### src/rtl/spice_pkg.sv
package spice_pkg;
  localparam int ADDR_W = 17;
  localparam int CLEN_W = 12;

  typedef enum logic [3:0] {
    S_IDLE, S_CMD, S_BUSY, S_GAP, S_POLL,
    S_WDATA, S_RDATA, S_RHOLD, S_ZERO, S_DONE
  } eng_state_t;

  function automatic logic [31:0] pack_cmd(input logic rd, input logic fixed,
                                           input logic [CLEN_W-1:0] clen,
                                           input logic [ADDR_W-1:0] addr);
    return {1'b0, rd, fixed, clen, addr};
  endfunction
endpackage

### src/rtl/spi_word_shifter.sv
module spi_word_shifter #(
  parameter int DIV = 2
) (
  input  logic        clk,
  input  logic        rst_n,
  input  logic        start,
  input  logic        wide,
  input  logic [31:0] tx,
  output logic        active,
  output logic        done,
  output logic [7:0]  rx_low,
  output logic        sclk,
  output logic        mosi,
  input  logic        miso
);
  localparam int HC_W = (DIV > 1) ? $clog2(DIV) : 1;

  logic [HC_W-1:0] hcnt;
  logic [5:0]      left;
  logic [31:0]     sh;

  always_ff @(posedge clk or negedge rst_n) begin
    if (!rst_n) begin
      active <= 1'b0; done <= 1'b0; sclk <= 1'b0;
      hcnt <= '0; left <= '0; sh <= '0; rx_low <= '0;
    end else begin
      done <= 1'b0;
      if (start && !active) begin
        active <= 1'b1;
        sh     <= tx;
        left   <= wide ? 6'd32 : 6'd8;
        hcnt   <= '0;
        sclk   <= 1'b0;
      end else if (active) begin
        if (hcnt == HC_W'(DIV - 1)) begin
          hcnt <= '0;
          if (!sclk) begin
            sclk   <= 1'b1;
            rx_low <= {rx_low[6:0], miso};
          end else begin
            sclk <= 1'b0;
            sh   <= {sh[30:0], 1'b0};
            left <= left - 6'd1;
            if (left == 6'd1) begin
              active <= 1'b0;
              done   <= 1'b1;
            end
          end
        end else begin
          hcnt <= hcnt + HC_W'(1);
        end
      end
    end
  end

  assign mosi = active & sh[31];

  // the serial clock only toggles while a word is in flight
  assert_sclk_in_word_R10: assert property (@(posedge clk) disable iff (!rst_n)
    !active |=> !sclk);
endmodule

### src/rtl/chunk_tracker.sv
module chunk_tracker
  import spice_pkg::*;
#(
  parameter int LEN_W     = 16,
  parameter int MAX_CHUNK = 4092
) (
  input  logic              clk,
  input  logic              rst_n,
  input  logic              load,
  input  logic [ADDR_W-1:0] ld_addr,
  input  logic [LEN_W-1:0]  ld_len,
  input  logic              ld_fixed,
  input  logic              advance,
  output logic [ADDR_W-1:0] cur_addr,
  output logic              fixed,
  output logic [CLEN_W-1:0] clen,
  output logic              last
);
  localparam logic [LEN_W-1:0] MAXV = LEN_W'(MAX_CHUNK);

  logic [LEN_W-1:0] rem;

  always_comb begin
    last = (rem <= MAXV);
    clen = last ? CLEN_W'(rem) : CLEN_W'(MAXV);
  end

  always_ff @(posedge clk or negedge rst_n) begin
    if (!rst_n) begin
      rem <= '0; cur_addr <= '0; fixed <= 1'b0;
    end else if (load) begin
      rem <= ld_len; cur_addr <= ld_addr; fixed <= ld_fixed;
    end else if (advance) begin
      rem <= rem - LEN_W'(clen);
      if (!fixed) cur_addr <= cur_addr + ADDR_W'(clen);
    end
  end

  assert_chunk_bound_R2: assert property (@(posedge clk) disable iff (!rst_n)
    advance |-> (clen != '0) && (clen <= CLEN_W'(MAX_CHUNK)));
  assert_fixed_addr_R3: assert property (@(posedge clk) disable iff (!rst_n)
    (advance && fixed) |=> cur_addr == $past(cur_addr));
endmodule

### src/rtl/spi_chunk_engine.sv
module spi_chunk_engine
  import spice_pkg::*;
#(
  parameter int LEN_W      = 16,
  parameter int MAX_CHUNK  = 4092,
  parameter int BUSY_WORDS = 2,
  parameter int BUSY_RETRY = 1000,
  parameter int SCLK_DIV   = 2,
  parameter int CS_GAP     = 2
) (
  input  logic             clk,
  input  logic             rst_n,
  input  logic             req_valid,
  output logic             req_ready,
  input  logic             req_read,
  input  logic             req_fixed,
  input  logic [16:0]      req_addr,
  input  logic [LEN_W-1:0] req_len,
  output logic             done,
  output logic             done_err,
  input  logic [7:0]       wr_tdata,
  input  logic             wr_tvalid,
  output logic             wr_tready,
  output logic [7:0]       rd_tdata,
  output logic             rd_tvalid,
  input  logic             rd_tready,
  output logic             spi_sclk,
  output logic             spi_mosi,
  input  logic             spi_miso,
  output logic             spi_cs_n
);
  localparam int BW_W = (BUSY_WORDS > 1) ? $clog2(BUSY_WORDS) : 1;
  localparam int PR_W = $clog2(BUSY_RETRY + 1);
  localparam int GP_W = (CS_GAP > 1) ? $clog2(CS_GAP) : 1;

  eng_state_t        state, gnext;
  logic              rd_q, err;
  logic [CLEN_W-1:0] bcnt;
  logic [BW_W-1:0]   bwc;
  logic [PR_W-1:0]   pcnt;
  logic [GP_W-1:0]   gcnt;

  logic              sh_start, sh_wide, sh_active, sh_done;
  logic [31:0]       sh_tx;
  logic [7:0]        sh_rx;

  logic [ADDR_W-1:0] cur_addr;
  logic              trk_fixed, trk_last, advance, load;
  logic [CLEN_W-1:0] clen;
  logic              last_byte;

  assign load      = req_valid && (state == S_IDLE);
  assign last_byte = (bcnt == clen - CLEN_W'(1));
  assign advance   = (state == S_WDATA && sh_done && last_byte) ||
                     ((state == S_RHOLD || state == S_ZERO) && rd_tready && last_byte);

  chunk_tracker #(.LEN_W(LEN_W), .MAX_CHUNK(MAX_CHUNK)) u_trk (
    .clk(clk), .rst_n(rst_n), .load(load), .ld_addr(req_addr), .ld_len(req_len),
    .ld_fixed(req_fixed), .advance(advance), .cur_addr(cur_addr),
    .fixed(trk_fixed), .clen(clen), .last(trk_last));

  spi_word_shifter #(.DIV(SCLK_DIV)) u_sh (
    .clk(clk), .rst_n(rst_n), .start(sh_start), .wide(sh_wide), .tx(sh_tx),
    .active(sh_active), .done(sh_done), .rx_low(sh_rx),
    .sclk(spi_sclk), .mosi(spi_mosi), .miso(spi_miso));

  always_comb begin
    sh_start = 1'b0;
    sh_wide  = 1'b1;
    sh_tx    = '0;
    unique case (state)
      S_CMD: begin
        sh_tx    = pack_cmd(rd_q, trk_fixed, clen, cur_addr);
        sh_start = !sh_active && !sh_done;
      end
      S_BUSY, S_POLL: sh_start = !sh_active && !sh_done;
      S_WDATA: begin
        sh_wide  = 1'b0;
        sh_tx    = {wr_tdata, 24'h0};
        sh_start = wr_tvalid && !sh_active && !sh_done;
      end
      S_RDATA: begin
        sh_wide  = 1'b0;
        sh_start = !sh_active && !sh_done;
      end
      default: ;
    endcase
  end

  assign wr_tready = (state == S_WDATA) && sh_start;
  assign req_ready = (state == S_IDLE);
  assign done      = (state == S_DONE);
  assign done_err  = (state == S_DONE) && err;
  assign spi_cs_n  = !(state inside {S_CMD, S_BUSY, S_POLL, S_WDATA, S_RDATA, S_RHOLD});

  always_ff @(posedge clk or negedge rst_n) begin
    if (!rst_n) begin
      state <= S_IDLE; gnext <= S_IDLE; rd_q <= 1'b0; err <= 1'b0;
      bcnt <= '0; bwc <= '0; pcnt <= '0; gcnt <= '0;
      rd_tvalid <= 1'b0; rd_tdata <= '0;
    end else begin
      if (advance) begin
        gcnt  <= '0;
        gnext <= trk_last ? S_DONE : S_CMD;
        state <= S_GAP;
      end
      unique case (state)
        S_IDLE: if (req_valid) begin
          err   <= 1'b0;
          rd_q  <= req_read;
          state <= (req_len == '0) ? S_DONE : S_CMD;
        end
        S_CMD: if (sh_done) begin
          bcnt  <= '0;
          bwc   <= '0;
          state <= rd_q ? S_BUSY : S_WDATA;
        end
        S_BUSY: if (sh_done) begin
          if (bwc == BW_W'(BUSY_WORDS - 1)) begin
            pcnt  <= '0;
            gcnt  <= '0;
            gnext <= sh_rx[0] ? S_RDATA : S_POLL;
            state <= S_GAP;
          end else begin
            bwc <= bwc + BW_W'(1);
          end
        end
        S_GAP: if (gcnt == GP_W'(CS_GAP - 1)) state <= gnext;
               else gcnt <= gcnt + GP_W'(1);
        S_POLL: if (sh_done) begin
          pcnt <= pcnt + PR_W'(1);
          gcnt <= '0;
          if (sh_rx[0]) begin
            gnext <= S_RDATA;
            state <= S_GAP;
          end else if (pcnt == PR_W'(BUSY_RETRY - 1)) begin
            err       <= 1'b1;
            bcnt      <= '0;
            rd_tvalid <= 1'b1;
            rd_tdata  <= '0;
            state     <= S_ZERO;
          end else begin
            gnext <= S_POLL;
            state <= S_GAP;
          end
        end
        S_WDATA: if (sh_done && !last_byte) bcnt <= bcnt + CLEN_W'(1);
        S_RDATA: if (sh_done) begin
          rd_tdata  <= sh_rx;
          rd_tvalid <= 1'b1;
          state     <= S_RHOLD;
        end
        S_RHOLD: if (rd_tready) begin
          rd_tvalid <= 1'b0;
          if (!last_byte) begin
            bcnt  <= bcnt + CLEN_W'(1);
            state <= S_RDATA;
          end
        end
        S_ZERO: if (rd_tready) begin
          if (last_byte) rd_tvalid <= 1'b0;
          else bcnt <= bcnt + CLEN_W'(1);
        end
        S_DONE: state <= S_IDLE;
        default: state <= S_IDLE;
      endcase
    end
  end

  assert_rd_hold_R8: assert property (@(posedge clk) disable iff (!rst_n)
    (rd_tvalid && !rd_tready) |=> rd_tvalid && $stable(rd_tdata));
  assert_wr_handshake_R8: assert property (@(posedge clk) disable iff (!rst_n)
    wr_tready |-> wr_tvalid);
  assert_sclk_quiet_R10: assert property (@(posedge clk) disable iff (!rst_n)
    spi_cs_n |-> !spi_sclk);
  assert_poll_bound_R6: assert property (@(posedge clk) disable iff (!rst_n)
    pcnt <= PR_W'(BUSY_RETRY));
  assert_busy_lock_R9: assert property (@(posedge clk) disable iff (!rst_n)
    (req_valid && req_ready) |=> !req_ready);
  assert_done_pulse_R9: assert property (@(posedge clk) disable iff (!rst_n)
    done |=> !done);
endmodule

### config.mk
export PLATFORM = sky130hd
export DESIGN_NAME = spi_chunk_engine
export DESIGN_NICKNAME = d
export VERILOG_FILES = /design/src/rtl/spice_pkg.sv /design/src/rtl/spi_word_shifter.sv /design/src/rtl/chunk_tracker.sv /design/src/rtl/spi_chunk_engine.sv
export SDC_FILE = /design/constraint.sdc
export NUM_CORES = 1
export LEC_CHECK = 0
export BUFFER_PORTS_ARGS = -buffer_cell sky130_fd_sc_hd__buf_2
export CAP_MARGIN = 10
export CORE_MARGIN = 2
export CORE_UTILIZATION = 61
export DETAILED_ROUTE_END_ITERATION = 12
export PLACE_DENSITY_LB_ADDON = 0.15
export SLEW_MARGIN = 0
export SYNTH_ARGS = -nofsm -noshare
export SYNTH_HDL_FRONTEND = slang
export SYNTH_SLANG_ARGS = --single-unit
### constraint.sdc
create_clock -name clk -period 5.6 [get_ports clk]
set_input_delay 0.28 -clock clk [delete_from_list [all_inputs] [get_ports clk]]
set_output_delay 0.28 -clock clk [all_outputs]
set_load 0.1 [all_outputs]
==> impl_metrics.toml, run 1 <==
[status]
status = "finished, violations left"
violations = "hold timing"

[route]
avgRoutedWirePerCell_um = 17.6
drtAntennaViolNets = 0
drtIter0Drc = 740
routed_wl_um = 19900
drc = 0
via_count = 7074
vias_per_cell = 6.25
firstDrtPassIters = 5

[cells_and_area]
drive_gt1_share_pct = 13.3
final_common_cell = "nand2_1"
layout_common_cells = "134 x nand2_1, 127 x dfrtp_1, 99 x nor2_1, 80 x o21ai_0, 63 x buf_2"
fillers = 979
antenna_cells = 0
syn2layout_area_growth_pct = 13.0
layout.nets = 1019

[floorplan]
die_h_um = 116
io_pins = 65
core_area_um2 = 12200
initial_core_util_pct = 63.1
dieWidth_um = 116
die_area_um2 = 13500
num_rows = 40

[worst_hold_path]
hold_class = "in -> async"

[synth]
synth-edff-count = 0
synth.yosys.seq_area_share_pct = 41.4
avgSynthCellArea_um2 = 8.38
synth_seq_cells = 127
yosys.area.top_type = "dfrtp_1"
yosys_warnings = 0
syn_inst = 916
synth_flop_cell = "dfrtp_1"
yosysUniqueCellTypes = 67
async_flop_share_pct = 100
synth_top_area_share_pct = 41.4
synth_area_um2 = 7670
synthTopCellsByArea = "dfrtp_1 41%, nand2_1 6.6%, o21ai_0 5.2%"
syn_nets = 984

[placed_design]
hpwl_um = 14000
port_buffers = 64
gp_congestion = 0.911

[cts]
cts_tree = "built"
cts-resized-gates = 0
root_buffer = "clkbuf_16"
clock_latency_ns = 0.43
ctsLongestPathBuffers = 2
postCtsHoldBufs = 0
clock-sinks = 127
cts_made_buffers = 17
clk_pin_slew_ns = 0.06
h-tree-depth = 4
cts_setup_buffers = 0

[setup_path]
end_kind = "flop"
critical_path_class = "reg -> reg"
crit_path_cell_trace = "nand4_1 -> o41a_1 -> nand2_1 -> ha_1 -> or4b_1 -> or3_1 -> a21o_1 -> a211oi_1 -> o211ai_1 -> or4_4 -> nand2_1 -> o21ai_0 -> a221o_1"
cp_max_fo = 19
cp-start-kind = "flop"
required_ns = 5.91
critPathArrivalTime_ns = 5.53
worst_path_most_repeated_cell = "nand2_1"
crit_path_max_incr_delay_ns = 0.66
crit_slowest_cell = "o41a_1"

[timing]
min_period_over_period_pct = 93.2
holdWs_ns = -0.0480
finalSetupTns_ns = 0
hold_viol = 42
slew_viol_final = 0
grt_setup_unrepaired = "false"
worst_pin_slew_ns = 0.995
skew_ns = 0.00923
max_freq_ghz = 0.192
setup_viol = 0
fin_crit_ns = 5.22
slew_headroom_pct = 33.2

[pwr]
power.total_mw = 2.29
peakVddDrop_uv = 232
leakagePower_nw = 3.65
powerDensity_nw_per_um2 = 264

[global_route]
antenna_found_initial = 0
grt_pass1_vias = 6653
grt_start_max_net_pins = 68
grt_remaining_overflow = 0
grt_pass1_wl_um = 32800
grtUsageTotal_pct = 31.1

[run]
max-cap-violations = 0
[metal layers]
layer | track usage (%) | share of wire, % | vias up
met1 | 43.0 | 44 | 3445
met3 | 8.10 | 6.2 | 45
met5 | 0 | 0 | -
met2 | 47.8 | 47 | 261
li1 | - | - | 3323
met4 | 11.0 | 2.4 | 0
[logic make-up (layout without fill, tap and decap cells)]
kind of cell	after synthesis	count (layout)	share of synthesized area (%)
simple gates	388	388	23.7
compound gates	229	229	18.7
flops	127	127	41.4
buf+inv	81	129	4.09
xor+xnor	45	45	5.31
mux	26	26	3.54
fa+ha+maj	19	19	3.20
other cells	1	1	0.0489
[final timing paths]
check,from,endpoint,slack (ns),cells after the start
min reg2reg,err,err,0.47,1
min in group clk,req_addr[4],u_trk.cur_addr[4],0.05,3
max reg2reg,u_trk.rem[2],u_trk.rem[3],0.38,13
max in group asynchronous,rst_n,rd_tdata[6],4.31,2
max,u_trk.rem[2],u_trk.rem[3],0.38,13
min,rst_n,u_sh.left[3],-0.05,1
[per-stage QoR]
step	area (um2)	utilization [%]	hold slack, ns	setup WS (ns)	std cells
2_1_floorplan	7670	-	-0.0156	0.700	916
3_3_place_gp	8070	66.4	0.442	0.691	1099
3_5_place_dp	8070	66.4	0.442	0.488	1099
4_1_cts	8660	71.2	0.000504	0.451	1131
5_1_grt	8670	71.3	0.0174	0.0707	1132
6_report	8670	71.3	-0.0480	0.378	1132
[critical path, delay by kind of cell (launching register included)]
family | cells | cell delay, ns
and+or+nand+nor | 6 | 2.40
AOI/OAI and AO/OA | 6 | 1.79
DFF | 1 | 0.63
adders and majority gates | 1 | 0.29
[layout make-up]
cell class | count | area [um2] | area share (%)
tap | 168 | 210 | 2.42
clock inverter | 9 | 133 | 1.53
multi-input combinational | 708 | 4200 | 48.5
clock buffer | 23 | 458 | 5.28
inverter | 21 | 78.8 | 0.909
timing repair buffer | 76 | 410 | 4.73
sequential | 127 | 3180 | 36.7
[registers in the layout (all words and copies together) (netlist names), 4 cells and up]
register and cells:
state 4, bcnt 12, u_sh.sh 32, u_trk.cur_addr 17, u_sh.left 6, rd_tdata 8, u_trk.rem 16, pcnt 10
gnext 4, u_sh.rx_low 8
[report_power, final]
part	switching, mW	leakage, nW	internal (mW)
Sequential	0.0429	1.57	0.933
Combinational	0.120	1.80	0.0626
Clock	0.417	0.282	0.711
[synthesized netlist by cell type (3+ instances only)]
library cell	n
a211o_1	5
nor3_1	31
or4_1	3
or3_1	6
nor2_1	99
inv_1	21
nand3_1	33
ha_1	18
a21o_1	10
nand4_1	15
o22ai_1	4
or2_2	5
xor2_1	17
a21oi_1	59
and2_1	8
nand2b_1	13
o31ai_1	4
a211oi_1	8
nor2b_1	5
nor4_1	12
o21a_1	5
nand2_1	134
dfrtp_1	127
o21ai_0	80
mux2_2	9
xnor2_1	27
a31oi_1	7
o211ai_1	14
a32o_1	4
nor4b_1	5
buf_1	5
mux2i_1	17
a21boi_0	4
clkbuf_1	52
a221o_1	4
and3_1	7
Power figures use the tool's default switching activity.
==> run 2, diff against run 1 <==
ABC_AREA = 1   (was not set)
CAP_MARGIN = not set   (was 10)
==> impl_metrics.toml, run 2 <==
[cells_and_area]
seqCellArea_um2 = 3180
fin_cells = 1408
multi_input_area_um2 = 4290
antenna_cells = 0
regMostFlops = "u_sh.sh"
fin_util_pct = 70.3
layout_common_cells = "324 x nand2_1, 139 x inv_1, 127 x dfrtp_1, 109 x nor2_1, 88 x o21ai_0"
final_common_cell = "nand2_1"
drive_gt1_share_pct = 13.6
top_regs = "u_sh.sh: 32 flops, u_trk.cur_addr: 17 flops, u_trk.rem: 16 flops"
largest_register_ffs = 32
fillers = 1162
syn2layout_area_growth_pct = 12.9
layout.nets = 1287

[timing]
fin_crit_ns = 3.97
grt_setup_unrepaired = "false"
skew_ns = 0.00714
setup_viol = 0
worst_pin_slew_ns = 0.834
slew_headroom_pct = 44.4
hold_viol = 0
finalSetupTns_ns = 0
slew_viol_final = 0
min_period_over_period_pct = 70.8
max_freq_ghz = 0.252

[floorplan]
die_area_um2 = 14500
io_pins = 65
initial_core_util_pct = 62.2
die_h_um = 120
core_area_um2 = 13200
num_rows = 42
dieWidth_um = 120

[global_route]
grt.busiest_layer = "met2"
grtUsageTotal_pct = 30.0
use_met1_pct = 42.2
grt_pass1_wl_um = 34200
gr-usage-met3_pct = 4.39
met2_usage_pct = 47.3
grt_remaining_overflow = 0
antenna_found_initial = 0
grt_start_max_net_pins = 69
grt_pass1_vias = 7066

[placed_design]
gp_congestion = 0.954
placedCellCount = 1375
hpwl_um = 14900
port_buffers = 64

[pwr]
swShare_pct = 47.4
seq_power_share_pct = 27.0
powerDensity_nw_per_um2 = 572
leakagePower_nw = 4.54
clkPwrFrac_pct = 22.0
internal_power_mw = 2.80
peakVddDrop_uv = 337
power_switching_mw = 2.52
comb_power_share_pct = 51.0

[synth]
synthTopCellsByCount = "324 x nand2_1, 139 x inv_1, 127 x dfrtp_1"
synth_top_area_share_pct = 38.6
yosys_warnings = 0
synthXorXnorAreaFrac_pct = 2.98
yosysMostFrequentCell = "nand2_1"
synthTopCellsByArea = "dfrtp_1 39%, nand2_1 15%, inv_1 6.3%"
synth_area_um2 = 8240
synth_compound_area_share_pct = 15.2
avgSynthCellArea_um2 = 7.09
synth-edff-count = 0
synth_seq_cells = 127
synth_fa_ha_area_share_pct = 2.98
synth_flop_cell = "dfrtp_1"
async_flop_share_pct = 100
yosys.area.top_type = "dfrtp_1"
synth_top_family_by_area = "simple AND/OR/NAND/NOR gates"
syn_inst = 1163
yosysUniqueCellTypes = 47
synth.yosys.seq_area_share_pct = 38.6
synthSimpleGateAreaFrac_pct = 30.0
synth.area.mux_share_pct = 0.729
syn_nets = 1231

[setup_path]
critical_path_class = "reg -> reg"
critPathArrivalTime_ns = 4.31
worst_path_most_repeated_cell = "nor2_1"
crit_slowest_cell = "dfrtp_1"
crit_path_cell_trace = "nand3_1 -> nor2_1 -> nand3_1 -> nand2_2 -> nor2_1 -> inv_1 -> ha_1 -> inv_1 -> nor2_1 -> nand4_1 -> nor2_2 -> nand2_1 -> nor2_1 -> nand2_1 -> nand2_1 -> nand2_1 -> nor2_1 -> o211ai_2 -> nand2_2 -> buf_4 -> o21ai_0 -> o21ai_0"
required_ns = 5.94
crit_path_max_incr_delay_ns = 0.49
end_kind = "flop"
cp-start-kind = "flop"
cp_max_fo = 40

[cts]
clock-sinks = 127
cts_made_buffers = 17
cts_tree = "built"
cts_setup_buffers = 0
ctsLongestPathBuffers = 2
root_buffer = "clkbuf_16"
clock_latency_ns = 0.43
h-tree-depth = 4
cts-resized-gates = 0
clk_pin_slew_ns = 0.06

[status]
status = "finished clean"

[route]
drtAntennaViolNets = 0
vias_per_cell = 5.57
firstDrtPassIters = 6
routed_wl_um = 20700
drc = 0
avgRoutedWirePerCell_um = 14.7
drtIter0Drc = 827
via_count = 7836

[worst_hold_path]
hold_class = "in -> reg"

[run]
max-cap-violations = 0
[run 2: layout make-up]
type                       instances  area share, %
clock buffer                      21           5.16
clock inverter                    11           1.64
inverter                         159           6.41
multi-input combinational        842           46.1
sequential                       127           34.1
tap                              176           2.37
timing repair buffer              72           4.14
[run 2: stage by stage]
step / setup slack [ns] / hold WS [ns] / power, mW / instance area (um2)
3_3_place_gp: 1.90 / 0.403 / 4.06 / 8660
3_5_place_dp: 1.75 / 0.394 / 4.10 / 8660
5_1_grt: 1.23 / 0.0803 / 5.76 / 9310
6_report: 1.63 / 0.0641 / 5.32 / 9310
4_1_cts: 1.72 / 0.0572 / 5.30 / 9310
2_1_floorplan: 1.84 / -0.0156 / 3.56 / 8240
[run 2: final timing paths]
kind,cells after the start,start,slack [ns],end
max,22,u_trk.rem[2],1.63,u_trk.rem[9]
min,3,req_fixed,0.06,u_trk.fixed
max reg2reg,22,u_trk.rem[2],1.63,u_trk.rem[9]
min reg2reg,2,gnext[2],0.47,gnext[2]
max in group asynchronous,3,rst_n,3.80,pcnt[3]
min in group asynchronous,2,rst_n,0.46,rd_tdata[4]
[run 2: logic make-up (layout without fill, tap and decap cells)]
family / after synthesis / count (layout)
other: 1 / 1
AND/OR/NAND/NOR: 577 / 577
XOR/XNOR: 28 / 28
AO/OA/AOI/OAI: 211 / 211
adder cells (fa/ha/maj): 19 / 19
buffers and inverters: 194 / 263
flip-flops: 127 / 127
multiplexers: 6 / 6
[run 2: layer usage]
metal  share of wire (%)  wire length (um)  vias to the layer above
met4                 2.5               512                        0
met3                 6.7              1390                       33
met2                  46              9560                      302
met1                  45              9290                     3604
li1                    -                 -                     3897
met5                   0                 0                        -
[run 2: power groups by stage]
stage / clock network [mW] / logic [mW] / registers, mW
floorplan: 0 / 2.11 / 1.45
global placement: 0 / 2.63 / 1.43
detailed placement: 0 / 2.66 / 1.44
CTS: 1.18 / 2.69 / 1.43
global route: 1.22 / 3.07 / 1.47
finish: 1.17 / 2.72 / 1.43
[run 2: worst max-delay path: cells and delay by family (launching register included)]
| kind | cells | cell delay (ns) |
|---|---|---|
| simple gates | 15 | 2.04 |
| buf+inv | 3 | 0.57 |
| fa+ha+maj | 1 | 0.21 |
| flops | 1 | 0.49 |
| compound gates | 3 | 0.59 |
[run 2: what timing repair did]
| action | in CTS | in global routing |
|---|---|---|
| setup endpoints to repair | 0 | 0 |
| hold endpoints to repair | 59 | 0 |
| hold buffers | 1 | 0 |
